$ cat src/rtl/xdw_pkg.sv
package xdw_pkg;
  typedef enum logic [1:0] {
    TGT_NONE = 2'd0,
    TGT_XRAM = 2'd1,
    TGT_CAN  = 2'd2,
    TGT_EXT  = 2'd3
  } tgt_e;
endpackage

$ cat src/rtl/xdw_cfg.sv
module xdw_cfg #(
  parameter int PW = 8
) (
  input  logic          clk_i,
  input  logic          rst_ni,
  input  logic          ctl_we_i,
  input  logic          ctl_off_i,
  input  logic          ctl_show_i,
  input  logic          p2_we_i,
  input  logic [PW-1:0] p2_wdata_i,
  input  logic          page_we_i,
  input  logic [PW-1:0] page_wdata_i,
  output logic          win_off_o,
  output logic          show_o,
  output logic [PW-1:0] page_o,
  output logic [PW-1:0] p2_o
);
  logic          off_q, show_q;
  logic [PW-1:0] page_q, p2_q, page_d;

  // disable bit: set by reset only, software may only clear
  always_ff @(posedge clk_i or negedge rst_ni) begin
    if (!rst_ni) begin
      off_q  <= 1'b1;
      show_q <= 1'b0;
    end else if (ctl_we_i) begin
      off_q  <= off_q & ctl_off_i;
      show_q <= ctl_show_i;
    end
  end

  always_comb begin
    page_d = page_q;
    if (p2_we_i)   page_d = p2_wdata_i;
    if (page_we_i) page_d = page_wdata_i;
  end

  always_ff @(posedge clk_i or negedge rst_ni) begin
    if (!rst_ni) begin
      page_q <= '0;
      p2_q   <= '1;
    end else begin
      page_q <= page_d;
      if (p2_we_i) p2_q <= p2_wdata_i;
    end
  end

  assign win_off_o = off_q;
  assign show_o    = show_q;
  assign page_o    = page_q;
  assign p2_o      = p2_q;
endmodule

$ cat src/rtl/xdw_decode.sv
module xdw_decode
  import xdw_pkg::*;
#(
  parameter int          AW      = 16,
  parameter int          LW      = 8,
  parameter logic [AW-1:0] XRAM_LO = 16'hF800,
  parameter logic [AW-1:0] XRAM_HI = 16'hFFFF,
  parameter logic [AW-1:0] CAN_LO  = 16'hF700,
  parameter logic [AW-1:0] CAN_HI  = 16'hF7FF,
  localparam int         PW      = AW - LW
) (
  input  logic          req_i,
  input  logic          short_i,
  input  logic [AW-1:0] addr_i,
  input  logic [LW-1:0] lo_i,
  input  logic [PW-1:0] page_i,
  input  logic [PW-1:0] p2_i,
  input  logic          win_off_i,
  output tgt_e          tgt_o,
  output logic [AW-1:0] eff_addr_o,
  output logic [AW-1:0] bus_addr_o
);
  logic in_xram, in_can;

  always_comb begin
    if (short_i) begin
      eff_addr_o = {page_i, lo_i};
      bus_addr_o = {p2_i, lo_i};
    end else begin
      eff_addr_o = addr_i;
      bus_addr_o = addr_i;
    end
  end

  assign in_xram = (eff_addr_o >= XRAM_LO) && (eff_addr_o <= XRAM_HI);
  assign in_can  = (eff_addr_o >= CAN_LO)  && (eff_addr_o <= CAN_HI);

  always_comb begin
    tgt_o = TGT_NONE;
    if (req_i) begin
      if (win_off_i)    tgt_o = TGT_EXT;
      else if (in_xram) tgt_o = TGT_XRAM;
      else if (in_can)  tgt_o = TGT_CAN;
      else              tgt_o = TGT_EXT;
    end
  end
endmodule

$ cat src/rtl/xdw_steer.sv
module xdw_steer
  import xdw_pkg::*;
#(
  parameter int AW = 16,
  parameter int DW = 8
) (
  input  tgt_e          tgt_i,
  input  logic          we_i,
  input  logic          show_i,
  input  logic [AW-1:0] eff_addr_i,
  input  logic [AW-1:0] bus_addr_i,
  input  logic [DW-1:0] wdata_i,
  input  logic [DW-1:0] xram_rdata_i,
  input  logic [DW-1:0] can_rdata_i,
  input  logic [DW-1:0] ext_rdata_i,
  output logic          xram_sel_o,
  output logic          can_sel_o,
  output logic          ext_cyc_o,
  output logic [AW-1:0] int_addr_o,
  output logic          int_we_o,
  output logic [DW-1:0] int_wdata_o,
  output logic          ext_drive_o,
  output logic          ext_rd_o,
  output logic          ext_wr_o,
  output logic [AW-1:0] ext_addr_o,
  output logic [DW-1:0] ext_wdata_o,
  output logic [DW-1:0] rdata_o
);
  logic internal;

  assign xram_sel_o = (tgt_i == TGT_XRAM);
  assign can_sel_o  = (tgt_i == TGT_CAN);
  assign ext_cyc_o  = (tgt_i == TGT_EXT);
  assign internal   = xram_sel_o | can_sel_o;

  assign int_addr_o  = internal ? eff_addr_i : '0;
  assign int_we_o    = internal & we_i;
  assign int_wdata_o = (internal & we_i) ? wdata_i : '0;

  // visible mode replays internal transfers on the external pins
  assign ext_drive_o = ext_cyc_o | (internal & show_i);
  assign ext_rd_o    = ext_drive_o & ~we_i;
  assign ext_wr_o    = ext_drive_o & we_i;
  assign ext_addr_o  = ext_drive_o ? bus_addr_i : '0;
  assign ext_wdata_o = ext_wr_o ? wdata_i : '0;

  always_comb begin
    unique case (tgt_i)
      TGT_XRAM: rdata_o = xram_rdata_i;
      TGT_CAN:  rdata_o = can_rdata_i;
      TGT_EXT:  rdata_o = ext_rdata_i;
      default:  rdata_o = '0;
    endcase
  end
endmodule

$ cat src/rtl/xdata_window.sv
module xdata_window
  import xdw_pkg::*;
#(
  parameter int            AW      = 16,
  parameter int            DW      = 8,
  parameter int            LW      = 8,
  parameter logic [AW-1:0] XRAM_LO = 16'hF800,
  parameter logic [AW-1:0] XRAM_HI = 16'hFFFF,
  parameter logic [AW-1:0] CAN_LO  = 16'hF700,
  parameter logic [AW-1:0] CAN_HI  = 16'hF7FF,
  localparam int           PW      = AW - LW
) (
  input  logic          clk_i,
  input  logic          rst_ni,
  input  logic          acc_req_i,
  input  logic          acc_we_i,
  input  logic          acc_short_i,
  input  logic [AW-1:0] acc_addr_i,
  input  logic [LW-1:0] acc_lo_i,
  input  logic [DW-1:0] acc_wdata_i,
  input  logic          ctl_we_i,
  input  logic          ctl_off_i,
  input  logic          ctl_show_i,
  input  logic          p2_we_i,
  input  logic [PW-1:0] p2_wdata_i,
  input  logic          page_we_i,
  input  logic [PW-1:0] page_wdata_i,
  input  logic [DW-1:0] xram_rdata_i,
  input  logic [DW-1:0] can_rdata_i,
  input  logic [DW-1:0] ext_rdata_i,
  output logic          xram_sel_o,
  output logic          can_sel_o,
  output logic          ext_cyc_o,
  output logic [AW-1:0] int_addr_o,
  output logic          int_we_o,
  output logic [DW-1:0] int_wdata_o,
  output logic          ext_drive_o,
  output logic          ext_rd_o,
  output logic          ext_wr_o,
  output logic [AW-1:0] ext_addr_o,
  output logic [DW-1:0] ext_wdata_o,
  output logic [DW-1:0] rdata_o
);
  logic          win_off, show;
  logic [PW-1:0] page, p2;
  logic [AW-1:0] eff_addr, bus_addr;
  tgt_e          tgt;

  xdw_cfg #(.PW(PW)) u_cfg (
    .clk_i       (clk_i),
    .rst_ni      (rst_ni),
    .ctl_we_i    (ctl_we_i),
    .ctl_off_i   (ctl_off_i),
    .ctl_show_i  (ctl_show_i),
    .p2_we_i     (p2_we_i),
    .p2_wdata_i  (p2_wdata_i),
    .page_we_i   (page_we_i),
    .page_wdata_i(page_wdata_i),
    .win_off_o   (win_off),
    .show_o      (show),
    .page_o      (page),
    .p2_o        (p2)
  );

  xdw_decode #(
    .AW(AW), .LW(LW),
    .XRAM_LO(XRAM_LO), .XRAM_HI(XRAM_HI),
    .CAN_LO(CAN_LO), .CAN_HI(CAN_HI)
  ) u_dec (
    .req_i     (acc_req_i),
    .short_i   (acc_short_i),
    .addr_i    (acc_addr_i),
    .lo_i      (acc_lo_i),
    .page_i    (page),
    .p2_i      (p2),
    .win_off_i (win_off),
    .tgt_o     (tgt),
    .eff_addr_o(eff_addr),
    .bus_addr_o(bus_addr)
  );

  xdw_steer #(.AW(AW), .DW(DW)) u_steer (
    .tgt_i       (tgt),
    .we_i        (acc_we_i),
    .show_i      (show),
    .eff_addr_i  (eff_addr),
    .bus_addr_i  (bus_addr),
    .wdata_i     (acc_wdata_i),
    .xram_rdata_i(xram_rdata_i),
    .can_rdata_i (can_rdata_i),
    .ext_rdata_i (ext_rdata_i),
    .xram_sel_o  (xram_sel_o),
    .can_sel_o   (can_sel_o),
    .ext_cyc_o   (ext_cyc_o),
    .int_addr_o  (int_addr_o),
    .int_we_o    (int_we_o),
    .int_wdata_o (int_wdata_o),
    .ext_drive_o (ext_drive_o),
    .ext_rd_o    (ext_rd_o),
    .ext_wr_o    (ext_wr_o),
    .ext_addr_o  (ext_addr_o),
    .ext_wdata_o (ext_wdata_o),
    .rdata_o     (rdata_o)
  );
endmodule

$ cat config.mk
export PLATFORM = sky130hd
export DESIGN_NAME = xdata_window
export DESIGN_NICKNAME = d
export VERILOG_FILES = /design/src/rtl/xdw_pkg.sv /design/src/rtl/xdw_cfg.sv /design/src/rtl/xdw_decode.sv /design/src/rtl/xdw_steer.sv /design/src/rtl/xdata_window.sv
export SDC_FILE = /design/constraint.sdc
export NUM_CORES = 1
export LEC_CHECK = 0
export CAP_MARGIN = 40
export CORE_MARGIN = 5
export CORE_UTILIZATION = 61
export CTS_CLUSTER_SIZE = 28
export DETAILED_ROUTE_END_ITERATION = 16
export DONT_BUFFER_PORTS = 1
export PLACE_DENSITY_LB_ADDON = 0.15
export SETUP_SLACK_MARGIN = 0.5
export SLEW_MARGIN = 5
export SYNTH_ARGS = -nofsm -noshare
export SYNTH_HDL_FRONTEND = slang
export SYNTH_SLANG_ARGS = --single-unit
export TNS_END_PERCENT = 100
$ cat constraint.sdc
create_clock -name clk_i -period 2.7 [get_ports clk_i]
set_input_delay 0.27 -clock clk_i [delete_from_list [all_inputs] [get_ports clk_i]]
set_output_delay 0.27 -clock clk_i [all_outputs]
set_load 0.02 [all_outputs]
# After elaboration in Yosys (flattened, before gate mapping)
# Cells that the tools add are included.
totals:
  ff_bits: 18
  inputBits: 82
  out_inout_bits: 63
  wordCells: 35
op_classes:
  order_cmp: 4
  eq_ne: 3
  mux: 13
  n_bitwise: 8
  n_reduce_logical: 3
ops:
  columns: ["op", "n"]
  rows:
  - ["$mux W16", 4]
  - ["$ge A16 B16 Y1 const B", 2]
  - ["$le A16 B16 Y1 const B", 2]
  - ["$mux W8", 4]
  - ["$pmux W8 S3", 1]
  - ["$mux W2", 3]
  - ["$and A1 B1 Y1", 5]
  - ["$eq A2 B2 Y1 const B", 2]
  - ["$eq A2 B1 Y1 const B", 1]
  - ["$logic_and A1 B1 Y1", 2]
  - ["$or A1 B1 Y1", 2]
  - ["$reduce_bool A2 Y1", 1]
  - ["$mux W1", 1]
  - ["$not A1 Y1", 1]

# Logic depth before layout (Yosys ltp)
depth:
  word_depth: 13
  ltp_mapped: 11
  ltp_nobuf: 9

# Cells and area by module
# From an unflattened synthesis, not the netlist that was laid out.
hier_totals:
  hier_cells: 207
  area_unflattened_um2: 1745.4
modules_own_cells:
  columns: ["module", "instances", "cells_each", "area_each_um2", "seq_area_each_um2"]
  rows:
  - ["xdw_cfg", 1, 56, 768.2, 461.7]
  - ["xdw_steer", 1, 83, 574.3, 0.0]
  - ["xdw_decode", 1, 68, 402.9, 0.0]

# Least setup slack after synthesis
# OpenSTA, ideal clock, no wires.
synth_timing:
  path_type: "flip-flop to output port"
  from: "register u_cfg.off_q (netlist: u_cfg.win_off_o)"
  to: "output port int_wdata_o[0]"
  arrival_ns: 2.087
  required_time_ns: 2.430
  slack_ns: 0.343
  path_stages_with_launch: 9
  path_buffers: 2
  cell_sequence: "dfstp_2 > nand4b_1 > o22a_1 > o21a_1 > ha_1 > buf_4 > nor2b_1 > clkbuf_1 > and2_1"
synth_via:
  elab_chain_len: 6
  word_cells_on_any_way: 7
  cone_classes: "eq/ne (2); mux (3); bitwise (2)"
synth_lines:
  columns: ["element", "line_no", "text"]
  rows:
  - ["start: declaration", "xdw_cfg.sv:18", "logic off_q, show_q;"]
  - ["start signal: assignment", "xdw_cfg.sv:27", "off_q <= off_q & ctl_off_i;"]
  - ["$mux W2 (*)", "xdw_decode.sv:41", "if (win_off_i) tgt_o = TGT_EXT;"]
  - ["$mux W2 (*)", "xdw_decode.sv:40", "if (req_i) begin"]
  - ["$eq A2 B1 Y1 / $eq A2 B2 Y1 (equally long branches)", "xdw_steer.sv:31, xdw_steer.sv:32", null]
  - ["$or A1 B1 Y1 (*)", "xdw_steer.sv:34", "assign internal = xram_sel_o | can_sel_o;"]
  - ["$and A1 B1 Y1 (*)", null, null]
  - ["named net int_we_o", "xdata_window.sv:35", "output logic int_we_o,"]
  - ["$mux W8 (*)", "xdw_steer.sv:38", "assign int_wdata_o = (internal & we_i) ? wdata_i : '0;"]
  - ["end: declaration", "xdata_window.sv:36", "output logic [DW-1:0] int_wdata_o,"]
# Mark *: on every way through the listed nets, which the timed path passes. The rest lies on a longest branch.

# Final worst setup path
layout_timing:
  from: "register u_cfg.off_q (netlist: u_cfg.win_off_o)"
  to: "output port ext_wdata_o[5]"
layout_via:
  elab_chain_len: 8
  word_cells_on_any_way: 10
  cone_classes: "eq/ne (3); mux (3); bitwise (4)"
layout_lines:
  columns: ["element", "line_no", "text"]
  rows:
  - ["$mux W2 (*)", "xdw_decode.sv:41", null]
  - ["$mux W2 (*)", "xdw_decode.sv:40", null]
  - ["$eq A2 B1 Y1 / $eq A2 B2 Y1 (equally long branches)", "xdw_steer.sv:31, xdw_steer.sv:32", null]
  - ["$or A1 B1 Y1", "xdw_steer.sv:34", null]
  - ["$and A1 B1 Y1", "xdw_steer.sv:41", "assign ext_drive_o = ext_cyc_o | (internal & show_i);"]
  - ["$or A1 B1 Y1 (*)", "xdw_steer.sv:41", null]
  - ["$and A1 B1 Y1 (*)", "xdw_steer.sv:43", "assign ext_wr_o = ext_drive_o & we_i;"]
  - ["$mux W8 (*)", "xdw_steer.sv:45", "assign ext_wdata_o = ext_wr_o ? wdata_i : '0;"]
  - ["end: declaration", "xdata_window.sv:41", "output logic [DW-1:0] ext_wdata_o,"]
# Mark *: on every way between the ends. The rest lies on a longest branch, timed or not.

==> results.json <==
{
  "hold_class": "primary input to flop",
  "insertion_delay_ns": 0.30,
  "clock_path_buffers": 2,
  "rows": 18,
  "cts_made_buffers": 3,
  "synthTopCellsByArea": "dfstp_2 15%, dfrtp_1 15%, mux2i_1 12%",
  "routed_via_density": 7.500,
  "grt_overflow": 0,
  "yosysMostFrequentCell": "nor2_1",
  "n_antenna_cell": 0,
  "synth_area_leader_cell": "dfstp_2",
  "hold_path.startpoint": "ctl_we_i",
  "clk_pin_slew_ns": 0.09,
  "synth_warnings": 0,
  "startpoint": "u_cfg.win_off_o",
  "critPathKind": "flop to output port",
  "drive_gt1_frac": 0.5792,
  "synth_flop_cell": "dfstp_2",
  "synth_area_mm2": 0.001529,
  "cts_tree": "built",
  "cp_max_fo": 10,
  "synth_top_cell_area_share": 0.1547,
  "grt_max_degree": 32,
  "reg2reg_from": "u_cfg.show_o",
  "synth_edf_count": 0,
  "ys_ff_latch": 18,
  "gp_congestion": 0.7579,
  "area_growth_pct": 51.06,
  "grt_pass1_vias": 1528,
  "core-area_mm2": 0.002432,
  "post-route-min-period_ns": 2.700,
  "rsz0062_at_grt": "yes",
  "p_leak_nw": 0.8933,
  "vias": 1740,
  "final_max_slew_viol_count": 0,
  "max_slew_margin": 0.4952,
  "io_buffers": 0,
  "synth_common_cells": "28 x nor2_1, 24 x nand2_1, 18 x mux2i_1",
  "dpl.hpwl_um": 3725,
  "power_mw": 1.026,
  "synth-seq-area-share": 0.3020,
  "fin_nets": 290,
  "place_ws_ns": 0.3099,
  "setup-violations-final": 0,
  "finalHoldViolations": 0,
  "drc_errors": 0,
  "startpoint_type": "flop",
  "ios": 145,
  "wl_um": 7226,
  "critPathSlowestCell": "dfstp_2",
  "final.period_utilization": 0.9999,
  "fin_ws_ns": 0.0002549,
  "start_util": 0.6286,
  "numClockSinks": 18,
  "antenna_found_initial": 0,
  "yosysUniqueCellTypes": 30,
  "drt_pass1_iterations": 5,
  "crit_path_end_kind": "output port",
  "syn_nets": 272,
  "worst_slew_pin_slew_ns": 0.7547,
  "syn_inst": 185,
  "syn_avg_cell_area_um2": 8.265,
  "max_stage_delay_ns": 0.55,
  "max-cap-violations": 0,
  "worstPathArrival_ns": 2.43,
  "synthArstFlopShare": 1.000,
  "fmax_ghz": 0.3704,
  "skew_ns": 0,
  "status": "completed",
  "htreeDepth": 1,
  "post_drt_wl_per_cell_um": 31.15,
  "crit_chain": "nand4b_1 > o22a_1 > o21ai_2 > buf_4 > ha_4 > inv_4 > a21oi_4 > buf_12 > inv_8 > and3_4",
  "required_ns": 2.43,
  "drt_iter0_markers": 214,
  "power_density_mw_per_mm2": 444.2,
  "dieArea_mm2": 0.003608,
  "grt_pass1_wl_um": 7776,
  "root_buffer": "clkbuf_4",
  "die_x_um": 60.07,
  "ant_nets": 0,
  "grt_usage": 0.2878,
  "die_h_um": 60.07,
  "ir_worst_vdd_mv": 0.6063
}
[repair_timing]
item	CTS	global route
cloned	2	1
hold buffers	1	0
hold endpoints to repair	18	0
pin swaps	21	28
endpoints found under the setup margin	60	60
resized for setup	89	45
setup buffers	6	11
[worst paths after layout]
kind | endpoint | slack (ns) | depth (start not counted)
max in group asynchronous | u_cfg.page_o[4] | 1.76 | 1
min in group asynchronous | u_cfg.page_o[5] | 0.47 | 1
worst max-delay path | ext_wdata_o[5] | 0.0003 | 10
worst max register to register | u_cfg.show_o | 1.79 | 1
worst min register to register | u_cfg.win_off_o | 0.52 | 1
worst min-delay path | u_cfg.win_off_o | 0.05 | 1
[where the power goes]
group | internal (mW) | total [mW] | switching (mW)
logic | 0.216 | 0.534 | 0.318
clock network | 0.0825 | 0.166 | 0.0834
registers | 0.303 | 0.326 | 0.0226
[sequential cells by signal (all words and copies together) (netlist names)]
| name | cells |
|---|---|
| u_cfg.page_o | 8 |
| u_cfg.show_o | 1 |
| u_cfg.p2_o | 8 |
| u_cfg.win_off_o | 1 |
[worst max-delay path, delay by kind of cell (launching register included)]
kind	cells	cell delay, ns
DFF	1	0.55
adders and majority gates	1	0.31
buffers and inverters	4	0.44
AOI/OAI and AO/OA	3	0.49
and+or+nand+nor	2	0.33
[cells by family after synthesis]
logic type               count (synthesis)  share of synthesized area
AO/OA/AOI/OAI                           36                     0.1571
multiplexers                            27                     0.1841
AND/OR/NAND/NOR                         81                     0.2512
buffers and inverters                   18                    0.06465
flip-flops                              18                     0.3020
adder cells (fa/ha/maj)                  5                    0.04092
[through the flow]
step	setup TNS [ns]	instance area, um2	instances	utilization	hold slack, ns
after floorplan	0	1549	185	-	-0.02559
after global placement	0	1549	207	0.6368	-0.02524
after detailed placement	0	1549	207	0.6368	-0.02527
after CTS	0	1982	220	0.8148	0.04169
after global routing	-0.5750	2310	232	0.9496	0.04368
final	0	2310	232	0.9496	0.05433
[placed cells by master (no fill, tap or decap), types with 3 or more instances in the layout]
master | netlist | routed
and3_4 | 0 | 8
and2_4 | 0 | 9
dfstp_2 | 9 | 9
dfrtp_1 | 9 | 9
a222oi_1 | 8 | 8
clkbuf_4 | 0 | 3
mux2i_1 | 18 | 17
a21oi_4 | 1 | 14
nor2_4 | 0 | 19
buf_4 | 3 | 6
nand2_1 | 24 | 24
o21ai_0 | 8 | 8
mux2_2 | 9 | 9
ha_4 | 0 | 4
nor2_2 | 0 | 8
buf_12 | 0 | 4
buf_6 | 2 | 11
nand2b_1 | 7 | 7
[per-layer routing]
metal | track usage | vias up | wire [um]
met5 | 0 | - | 0
met4 | 0.1234 | 0 | 427
met3 | 0.06479 | 40 | 859
met2 | 0.5216 | 177 | 3571
met1 | 0.3172 | 840 | 2368
li1 | - | 683 | -
[area by class of cell]
cell class	instances	area (um2)
Clock buffer	4	36.28
Fill cell	65	122.6
Inverter	4	25.02
Multi-Input combinational cell	151	1435
Sequential cell	18	461.7
Tap cell	30	37.54
Timing Repair Buffer	25	314.1
Power figures use the tool's default switching activity.
